[src/rtl/lp_mode_pkg.sv]
package lp_mode_pkg;

  localparam int CODE_W = 5;

  typedef struct packed {
    logic       dpdOff;   // 0 arms deep power down
    logic       rmsSel;   // 1 = reduced memory size
    logic       topHalf;  // 1 = upper part of the array
    logic [1:0] area;
  } mode_t;

  localparam logic [1:0] AREA_FULL = 2'b00;
  localparam logic [1:0] AREA_RSVD = 2'b01;
  localparam logic [1:0] AREA_HALF = 2'b10;
  localparam logic [1:0] AREA_QTR  = 2'b11;

  localparam mode_t MODE_DEFAULT = '{dpdOff: 1'b1, rmsSel: 1'b0, topHalf: 1'b0, area: AREA_FULL};

  typedef struct packed {
    logic capture;  // load pending code from address pins
    logic commit;   // pending -> active register
    logic revert;   // active register -> default
  } strobe_t;

  typedef enum logic [2:0] {
    ST_PWRUP, ST_IDLE, ST_ZZWAIT, ST_REGWR, ST_LOWPWR, ST_DPD, ST_RECOVER
  } state_t;

endpackage

[src/rtl/lp_mode_ctrl_fsm.sv]
module lp_mode_ctrl_fsm
  import lp_mode_pkg::*;
#(
  parameter int CLK_PER_US = 50,
  parameter int PWRUP_US   = 150,
  parameter int RECOV_US   = 150,
  parameter int ZZWE_US    = 1,
  parameter int ZZMIN_US   = 10
) (
  input  logic    clk,
  input  logic    rstN,
  input  logic    chipSelN,
  input  logic    wrEnN,
  input  logic    hiByteN,
  input  logic    loByteN,
  input  logic    sleepN,
  input  logic    dpdOff,
  output strobe_t stb,
  output logic    inLowPwr,
  output logic    deepPd,
  output logic    busy,
  output logic    dataRetained,
  output logic    protoErr
);

  localparam int PWR_CYC   = PWRUP_US * CLK_PER_US;
  localparam int RECOV_CYC = RECOV_US * CLK_PER_US;
  localparam int ZZWE_CYC  = ZZWE_US * CLK_PER_US;
  localparam int ZZMIN_CYC = ZZMIN_US * CLK_PER_US;
  localparam int MAX_A     = (PWR_CYC > RECOV_CYC) ? PWR_CYC : RECOV_CYC;
  localparam int MAX_CYC   = (MAX_A > ZZMIN_CYC) ? MAX_A : ZZMIN_CYC;
  localparam int CNT_W     = $clog2(MAX_CYC + 1);

  localparam logic [CNT_W-1:0] PWR_LAST   = CNT_W'(PWR_CYC - 1);
  localparam logic [CNT_W-1:0] RECOV_LAST = CNT_W'(RECOV_CYC - 1);
  localparam logic [CNT_W-1:0] ZZWE_LAST  = CNT_W'(ZZWE_CYC - 1);
  localparam logic [CNT_W-1:0] ZZMIN_LAST = CNT_W'(ZZMIN_CYC - 1);
  localparam logic [CNT_W-1:0] ONE        = CNT_W'(1);

  state_t          st, stNext;
  logic [CNT_W-1:0] cnt, cntNext;
  logic            errSet, access, wrReq;

  assign access = !chipSelN && (!hiByteN || !loByteN);
  assign wrReq  = access && !wrEnN;

  always_comb begin
    stNext  = st;
    cntNext = cnt;
    stb     = '0;
    errSet  = 1'b0;
    case (st)
      ST_PWRUP: begin
        if (access || !sleepN) errSet = 1'b1;
        if (cnt == PWR_LAST) begin
          stNext  = ST_IDLE;
          cntNext = '0;
        end else begin
          cntNext = cnt + ONE;
        end
      end
      ST_IDLE: begin
        if (!sleepN) begin
          cntNext = '0;
          if (wrReq) begin
            stNext      = ST_REGWR;
            stb.capture = 1'b1;
          end else begin
            stNext = ST_ZZWAIT;
          end
        end
      end
      ST_ZZWAIT: begin
        if (sleepN) begin
          stNext = ST_IDLE;
        end else if (wrReq) begin
          stNext      = ST_REGWR;
          stb.capture = 1'b1;
        end else if (cnt == ZZWE_LAST) begin
          stNext  = dpdOff ? ST_LOWPWR : ST_DPD;
          cntNext = cnt + ONE;
        end else begin
          cntNext = cnt + ONE;
        end
      end
      ST_REGWR: begin
        if (sleepN) begin
          stb.commit = 1'b1;
          stNext     = ST_IDLE;
        end else if (wrReq) begin
          stb.capture = 1'b1;
        end
      end
      ST_LOWPWR, ST_DPD: begin
        if (sleepN) begin
          if (cnt < ZZMIN_LAST) errSet = 1'b1;
          cntNext = '0;
          if (st == ST_DPD) begin
            stNext     = ST_RECOVER;
            stb.revert = 1'b1;
          end else begin
            stNext = ST_IDLE;
          end
        end else if (cnt < ZZMIN_LAST) begin
          cntNext = cnt + ONE;
        end
      end
      ST_RECOVER: begin
        if (access || !sleepN) errSet = 1'b1;
        if (cnt == RECOV_LAST) begin
          stNext  = ST_IDLE;
          cntNext = '0;
        end else begin
          cntNext = cnt + ONE;
        end
      end
      default: stNext = ST_IDLE;
    endcase
  end

  always_ff @(posedge clk or negedge rstN) begin
    if (!rstN) begin
      st       <= ST_PWRUP;
      cnt      <= '0;
      protoErr <= 1'b0;
    end else begin
      st  <= stNext;
      cnt <= cntNext;
      if (errSet) protoErr <= 1'b1;
    end
  end

  assign inLowPwr     = (st == ST_LOWPWR);
  assign deepPd       = (st == ST_DPD);
  assign busy         = (st == ST_PWRUP) || (st == ST_RECOVER);
  assign dataRetained = !((st == ST_DPD) || (st == ST_RECOVER));

endmodule

[src/rtl/lp_mode_ctrl_dp.sv]
module lp_mode_ctrl_dp
  import lp_mode_pkg::*;
#(
  parameter int ADDR_W = 20
) (
  input  logic              clk,
  input  logic              rstN,
  input  strobe_t           stb,
  input  logic [CODE_W-1:0] regCode,
  input  logic              inLowPwr,
  output logic              dpdOff,
  output logic [ADDR_W-1:0] winStart,
  output logic [ADDR_W-1:0] winEnd,
  output logic              rsvdWarn
);

  localparam logic [ADDR_W-1:0] ALL_ONES  = '1;
  localparam logic [ADDR_W-1:0] HALF_SPAN = ADDR_W'(1) << (ADDR_W - 1);
  localparam logic [ADDR_W-1:0] QTR_SPAN  = ADDR_W'(1) << (ADDR_W - 2);

  mode_t       modeQ, pendQ;
  logic        winSel;
  logic [ADDR_W-1:0] span;

  always_ff @(posedge clk or negedge rstN) begin
    if (!rstN) begin
      modeQ    <= MODE_DEFAULT;
      pendQ    <= MODE_DEFAULT;
      rsvdWarn <= 1'b0;
    end else begin
      if (stb.capture) pendQ <= mode_t'(regCode);
      if (stb.commit) begin
        modeQ <= pendQ;
        if (pendQ.area == AREA_RSVD) rsvdWarn <= 1'b1;
      end
      if (stb.revert) modeQ <= MODE_DEFAULT;
    end
  end

  assign winSel = modeQ.rmsSel || inLowPwr;
  assign dpdOff = modeQ.dpdOff;

  always_comb begin
    winStart = '0;
    winEnd   = ALL_ONES;
    span     = (modeQ.area == AREA_QTR) ? QTR_SPAN : HALF_SPAN;
    if (winSel && (modeQ.area == AREA_HALF || modeQ.area == AREA_QTR)) begin
      if (modeQ.topHalf) begin
        winStart = ALL_ONES - span + ADDR_W'(1);
      end else begin
        winEnd = span - ADDR_W'(1);
      end
    end
  end

endmodule

[src/rtl/lp_mode_ctrl.sv]
module lp_mode_ctrl
  import lp_mode_pkg::*;
#(
  parameter int ADDR_W     = 20,
  parameter int CLK_PER_US = 50,
  parameter int PWRUP_US   = 150,
  parameter int RECOV_US   = 150,
  parameter int ZZWE_US    = 1,
  parameter int ZZMIN_US   = 10
) (
  input  logic              clk,
  input  logic              rstN,
  input  logic              chipSelN,
  input  logic              wrEnN,
  input  logic              hiByteN,
  input  logic              loByteN,
  input  logic              sleepN,
  input  logic [4:0]        addrLo,
  output logic [ADDR_W-1:0] winStart,
  output logic [ADDR_W-1:0] winEnd,
  output logic              dataRetained,
  output logic              deepPd,
  output logic              busy,
  output logic              protoErr,
  output logic              rsvdWarn
);

  strobe_t stb;
  logic    inLowPwr, dpdOff;

  lp_mode_ctrl_fsm #(
    .CLK_PER_US(CLK_PER_US), .PWRUP_US(PWRUP_US), .RECOV_US(RECOV_US),
    .ZZWE_US(ZZWE_US), .ZZMIN_US(ZZMIN_US)
  ) u_fsm (
    .clk(clk), .rstN(rstN), .chipSelN(chipSelN), .wrEnN(wrEnN),
    .hiByteN(hiByteN), .loByteN(loByteN), .sleepN(sleepN), .dpdOff(dpdOff),
    .stb(stb), .inLowPwr(inLowPwr), .deepPd(deepPd), .busy(busy),
    .dataRetained(dataRetained), .protoErr(protoErr)
  );

  lp_mode_ctrl_dp #(.ADDR_W(ADDR_W)) u_dp (
    .clk(clk), .rstN(rstN), .stb(stb), .regCode(addrLo), .inLowPwr(inLowPwr),
    .dpdOff(dpdOff), .winStart(winStart), .winEnd(winEnd), .rsvdWarn(rsvdWarn)
  );

endmodule

[config.mk]
export PLATFORM = sky130hd
export DESIGN_NAME = lp_mode_ctrl
export DESIGN_NICKNAME = d
export VERILOG_FILES = /design/src/rtl/lp_mode_pkg.sv /design/src/rtl/lp_mode_ctrl_fsm.sv /design/src/rtl/lp_mode_ctrl_dp.sv /design/src/rtl/lp_mode_ctrl.sv
export SDC_FILE = /design/constraint.sdc
export NUM_CORES = 1
export LEC_CHECK = 0
export ABC_AREA = 1
export ABC_CLOCK_PERIOD_IN_PS = 3700
export BUFFER_PORTS_ARGS = -buffer_cell sky130_fd_sc_hd__clkbuf_2
export CELL_PAD_IN_SITES_DETAIL_PLACEMENT = 1
export CELL_PAD_IN_SITES_GLOBAL_PLACEMENT = 1
export CORE_UTILIZATION = 40
export CTS_CLUSTER_SIZE = 30
export DETAILED_ROUTE_END_ITERATION = 7
export PLACE_DENSITY = 0.81
export SETUP_SLACK_MARGIN = 0.05
export SYNTH_ARGS = -nofsm -noshare
export SYNTH_HDL_FRONTEND = slang
export SYNTH_SLANG_ARGS = --single-unit
[constraint.sdc]
create_clock -name clk -period 3.7 [get_ports clk]
set_input_delay 0.185 -clock clk [delete_from_list [all_inputs] [get_ports clk]]
set_output_delay 0.185 -clock clk [all_outputs]
set_load 0.03 [all_outputs]
# Word level (Yosys, flattened, before mapping)
# Index checks and enable logic that the tools add are counted.
[classes]
order_cmp = 1
n_reduce_logical = 24
n_addsub = 4
mux = 37
eq_ne = 19
[op_table]
columns = ["cell", "n"]
rows = [
  ["two-way mux 20 bit", 5],
  ["two-way mux 13 bit", 6],
  ["one-hot mux 13 bit (4 select lines)", 1],
  ["two-way mux 3 bit", 8],
  ["adder 20 x 1 -> 20 bit (second input constant)", 1],
  ["subtractor 20 x 1 -> 20 bit (second input constant)", 1],
  ["subtractor 20 bit (first input constant)", 1],
  ["one-hot mux 3 bit (5 select lines)", 1],
  ["adder 13 x 1 -> 13 bit (second input constant)", 1],
  ["equality test 13 bit (second input constant)", 1],
  ["equality test 13 x 6 -> 1 bit (second input constant)", 1],
  ["< comparator 13 x 9 -> 1 bit (second input constant)", 1],
  ["two-way mux 1 bit", 13],
  ["two-way mux 5 bit", 2],
  ["inequality test 2 bit (second input constant)", 5],
  ["AND reduction 5 bit", 2],
  ["equality test 3 bit (second input constant)", 3],
  ["equality test 3 x 2 -> 1 bit (second input constant)", 2],
  ["zero test 1 bit", 6],
  ["logical OR 1 bit", 6],
  ["equality test 2 bit (second input constant)", 2],
  ["inequality test 4 x 2 -> 1 bit (second input constant)", 1],
  ["nonzero test 4 bit", 1],
  ["OR reduction 2 bit", 2],
  ["other kinds (10)", 12],
]
[totals]
output_inout_bits = 45
ff_bits = 28
elab_cells = 97

# Longest topological paths before layout
[logic_depth]
ltp_word = 7
mapped_depth = 12
ltp_nobuf = 11

# By module
# A second synthesis with hierarchy kept.
[unflattened]
hier_cells = 314
hier_area_um2 = 2183.3
[by_module_without_submodules]
columns = ["mod", "n_inst", "cells_per_inst", "area_each_um2"]
rows = [
  ["lp_mode_ctrl_fsm", 1, 218, 1425.1],
  ["lp_mode_ctrl_dp", 1, 96, 758.2],
]

# Worst setup path before layout
# No wires, ideal clock.
[synth_path]
path_kind = "flip-flop to output port"
startpoint = "register u_fsm.st[1]"
endpoint = "output port winStart[18]"
path_slack_ps = 1951
path_stages_with_launch = 6
t_arrival_ps = 1564
path_cell_list = "dfrtp_1 -> nor2_2 -> nand2_1 -> a21oi_1 -> inv_1 -> nor3_1"
[synth_between]
elab_chain_len = 4
[synth_rtl]
columns = ["item", "line_no", "text"]
rows = [
  ["start: declaration", "lp_mode_ctrl_fsm.sv:40", "state_t st, stNext;"],
  ["start signal: assignment", "lp_mode_ctrl_fsm.sv:127", "st <= stNext;"],
  ["equality test 3 bit", "lp_mode_ctrl_fsm.sv:133", "assign inLowPwr = (st == ST_LOWPWR);"],
  ["logical OR 1 bit", "lp_mode_ctrl_dp.sv:40", "assign winSel = modeQ.rmsSel || inLowPwr;"],
  ["logical AND 1 bit", "lp_mode_ctrl_dp.sv:47", "if (winSel && (modeQ.area == AREA_HALF || modeQ.area == AREA_QTR)) begin"],
  ["two-way mux 20 bit", "lp_mode_ctrl_dp.sv:47", ""],
  ["end: declaration", "lp_mode_ctrl.sv:19", "output logic [ADDR_W-1:0] winStart,"],
]
# Every way passes these cells.

# Worst setup path in the final report
# Same ends and word-level chain as after synthesis.

==> run summary <==
Final TNS setup - 0 ns
# nets final - 345
Max clock buf depth - 2
starting DRC count in detailed routing - 72
CTS Buf Count - 3
maxcap violations - 0
Die H - 76.9 um
Compound-Gate Fraction of Synth Area - 9.21%
die area - 0.00591 mm2
GRT Residual Overflow - 0
Arr. time, crit path - 1.78 ns
vias - 1,908
final period utilization - 53.0%
CTS tree - done
PD cells - 663 mW/mm2
Reg clk slew, reported paths - 0.10 ns
Resized cells post-CTS - 0
WP buf/inv - 2
Adder-Cell Fraction of Synth Area - 1.12%
total power - 1.54 mW
largest net degree at the start of global routing - 29
first-pass GRT wire length - 9090 um
routability cong. - 0.914
RSZ-0062 raised after global routing - no
slew margin rel. - 51.2%
Critical Path Sink Type - output port
Synth Area in XOR/XNOR - 1.56%
CTS Sinks - 28
fraction of registers with async set/reset - 100%
io pins - 57
CP delay by family, top - flip-flops
Top Usage Layer GRT - met2
Vias/cell - 4.77
LEAKAGE - 1.18 nW
Netlist cell types - 33
crit start category - flop
Post-synth top flop - dfrtp_1
CP Class - flop to output port
number of synthesized flops with an enable pin - 0
met2 Use GR - 34.2%
commonest non-fill, non-tap cell in the layout - nand2_1
starting density of the core - 42.8%
CP Max Fanout - 6
initial antenna violation count - 0
CTS root buf - clkbuf_8
dpl hpwl - 4310 um
count of input and output buffers - 20
Worst VDD drop - 385 uV
most frequent cells in the layout - 82 x nand2_1, 36 x conb_1, 34 x inv_1
HP Class - primary input to flop
Post-Synthesis Cells - 313
mux contribution to synthesized area - 1.51%
Synth Area in Simple Gates - 34.3%
Setup Skew - 0.00468 ns
wire per inst - 13.4 um
worst slew pin tran - 0.733 ns
Cell Area, Synth - 0.00224 mm2
row cnt - 26
Hold Fails Final Rpt - 0
fin crit period - 1.96 ns
slowest stage delay, CP - 0.49 ns
vias in the first global route - 1,886
Die Width - 76.9 um
diode count - 0
count of state elements after synthesis - 28
ANT nets after route - 0
largest family of logic cells by synthesized area - simple AND/OR/NAND/NOR gates
final setup violation count - 0
CP Data Required Time - 3.51 ns
Layout area overhead - 3.63%
H-tree levels - 1
latest clock arrival within the worst-skew pair - 0.29 ns
Pre-antenna DRT Iters - 4
post-synthesis sequential area ratio - 31.4%
core footprint - 0.00524 mm2
fin. max-slew vios - 0
Total GRT Usage - 19.6%
DRC viols - 0
postcts setup bufs - 0
GRT met3 Usage - 2.14%
proportion of layout cells with a drive suffix above 1 - 18.2%
max frequency - 510 MHz
Routed WL - 5370 um
YS warnings - 0
slowest CP cell - dfrtp_1
critical path, cell by cell - nor2_2, nand2_1, a21oi_1, inv_1, nor3_1, clkbuf_2
outcome - complete, no violations
Avg Synthesized Cell Area - 7.16 um2
met1 usage - 25.1%
final timing paths:
path                          startpoint             to  slack [ns]  cells after the start
setup reg to reg            u_fsm.cnt[0]  u_fsm.cnt[10]        1.80                      7
hold reg to reg            u_dp.rsvdWarn  u_dp.rsvdWarn        0.48                      1
hold / removal                 addrLo[2]  u_dp.pendQ[2]        0.13                      2
setup / recovery             u_fsm.st[1]   winStart[18]        1.74                      6
min in group asynchronous           rstN   u_fsm.cnt[5]        0.48                      2
max in group asynchronous           rstN  u_dp.pendQ[2]        2.75                      2
layer usage:
layer,vias up,wire (um)
li1,962,-
met1,901,2460
met2,38,2640
met3,7,180
met4,0,89
met5,-,0
state kept, by name, indices dropped and copies added (netlist names):
name	flops
u_fsm.cnt	13
u_dp.modeQ	4
u_dp.rsvdWarn	1
u_fsm.protoErr	1
u_fsm.st	3
u_dp.pendQ	5
u_dp.dpdOff	1
worst reg2reg max path, cell delays in order, from the launching register on:
cell and delay (ns):
dfrtp_1 0.49, ha_1 0.35, nand2_1 0.08, nor2_1 0.23, nand2_1 0.14, nor2_1 0.21, xor2_1 0.21, o21ai_2 0.08
cells in the mapped netlist, types with 5 or more instances:
master	count	area, um2
nand3_1	29	145
nand2_2	5	31.3
inv_1	34	128
nor3_1	6	30.0
buf_4	38	285
nor2_2	5	31.3
nand4_1	11	68.8
o21ai_2	7	61.3
dfrtp_1	26	651
o21ai_0	9	45.0
nor2_1	20	75.1
nand2_1	82	308
kinds of logic after synthesis:
kind of cell | after synthesis
other | 2
adders and majority gates | 2
and+or+nand+nor | 165
muxes | 3
AOI/OAI and AO/OA | 29
xor gates and xnor gates | 4
buffers and inverters | 80
DFF | 28
cell type report:
type	instances	area [um2]
Fill cell	709	2920
Timing Repair Buffer	21	110
Inverter	38	145
Clock inverter	1	30.0
Multi-Input combinational cell	239	1200
Sequential cell	28	703
Tap cell	70	87.6
Clock buffer	3	41.3
stage by stage:
| step | std cells | setup slack, ns | hold WS [ns] | cell area (um2) | utilization [%] |
|---|---|---|---|---|---|
| floorplan | 347 | 1.95 | -0.111 | 2370 | - |
| global placement | 395 | 1.81 | 0.276 | 2240 | 42.8 |
| detailed placement | 395 | 1.79 | 0.282 | 2240 | 42.8 |
| CTS | 400 | 1.69 | 0.121 | 2320 | 44.3 |
| global route | 400 | 1.55 | 0.118 | 2320 | 44.3 |
| finish | 400 | 1.74 | 0.127 | 2320 | 44.3 |
repair_timing:
| action | in CTS | in global routing |
|---|---|---|
| hold endpoints to repair | 26 | 0 |
| hold buffers | 1 | 0 |
| setup endpoints to repair | 0 | 0 |
report_power, final:
| group | internal, mW | switching [mW] |
|---|---|---|
| sequential | 0.401 | 0.0847 |
| combinational | 0.231 | 0.574 |
| clock | 0.145 | 0.104 |
(Power assumes the default switching activity.)
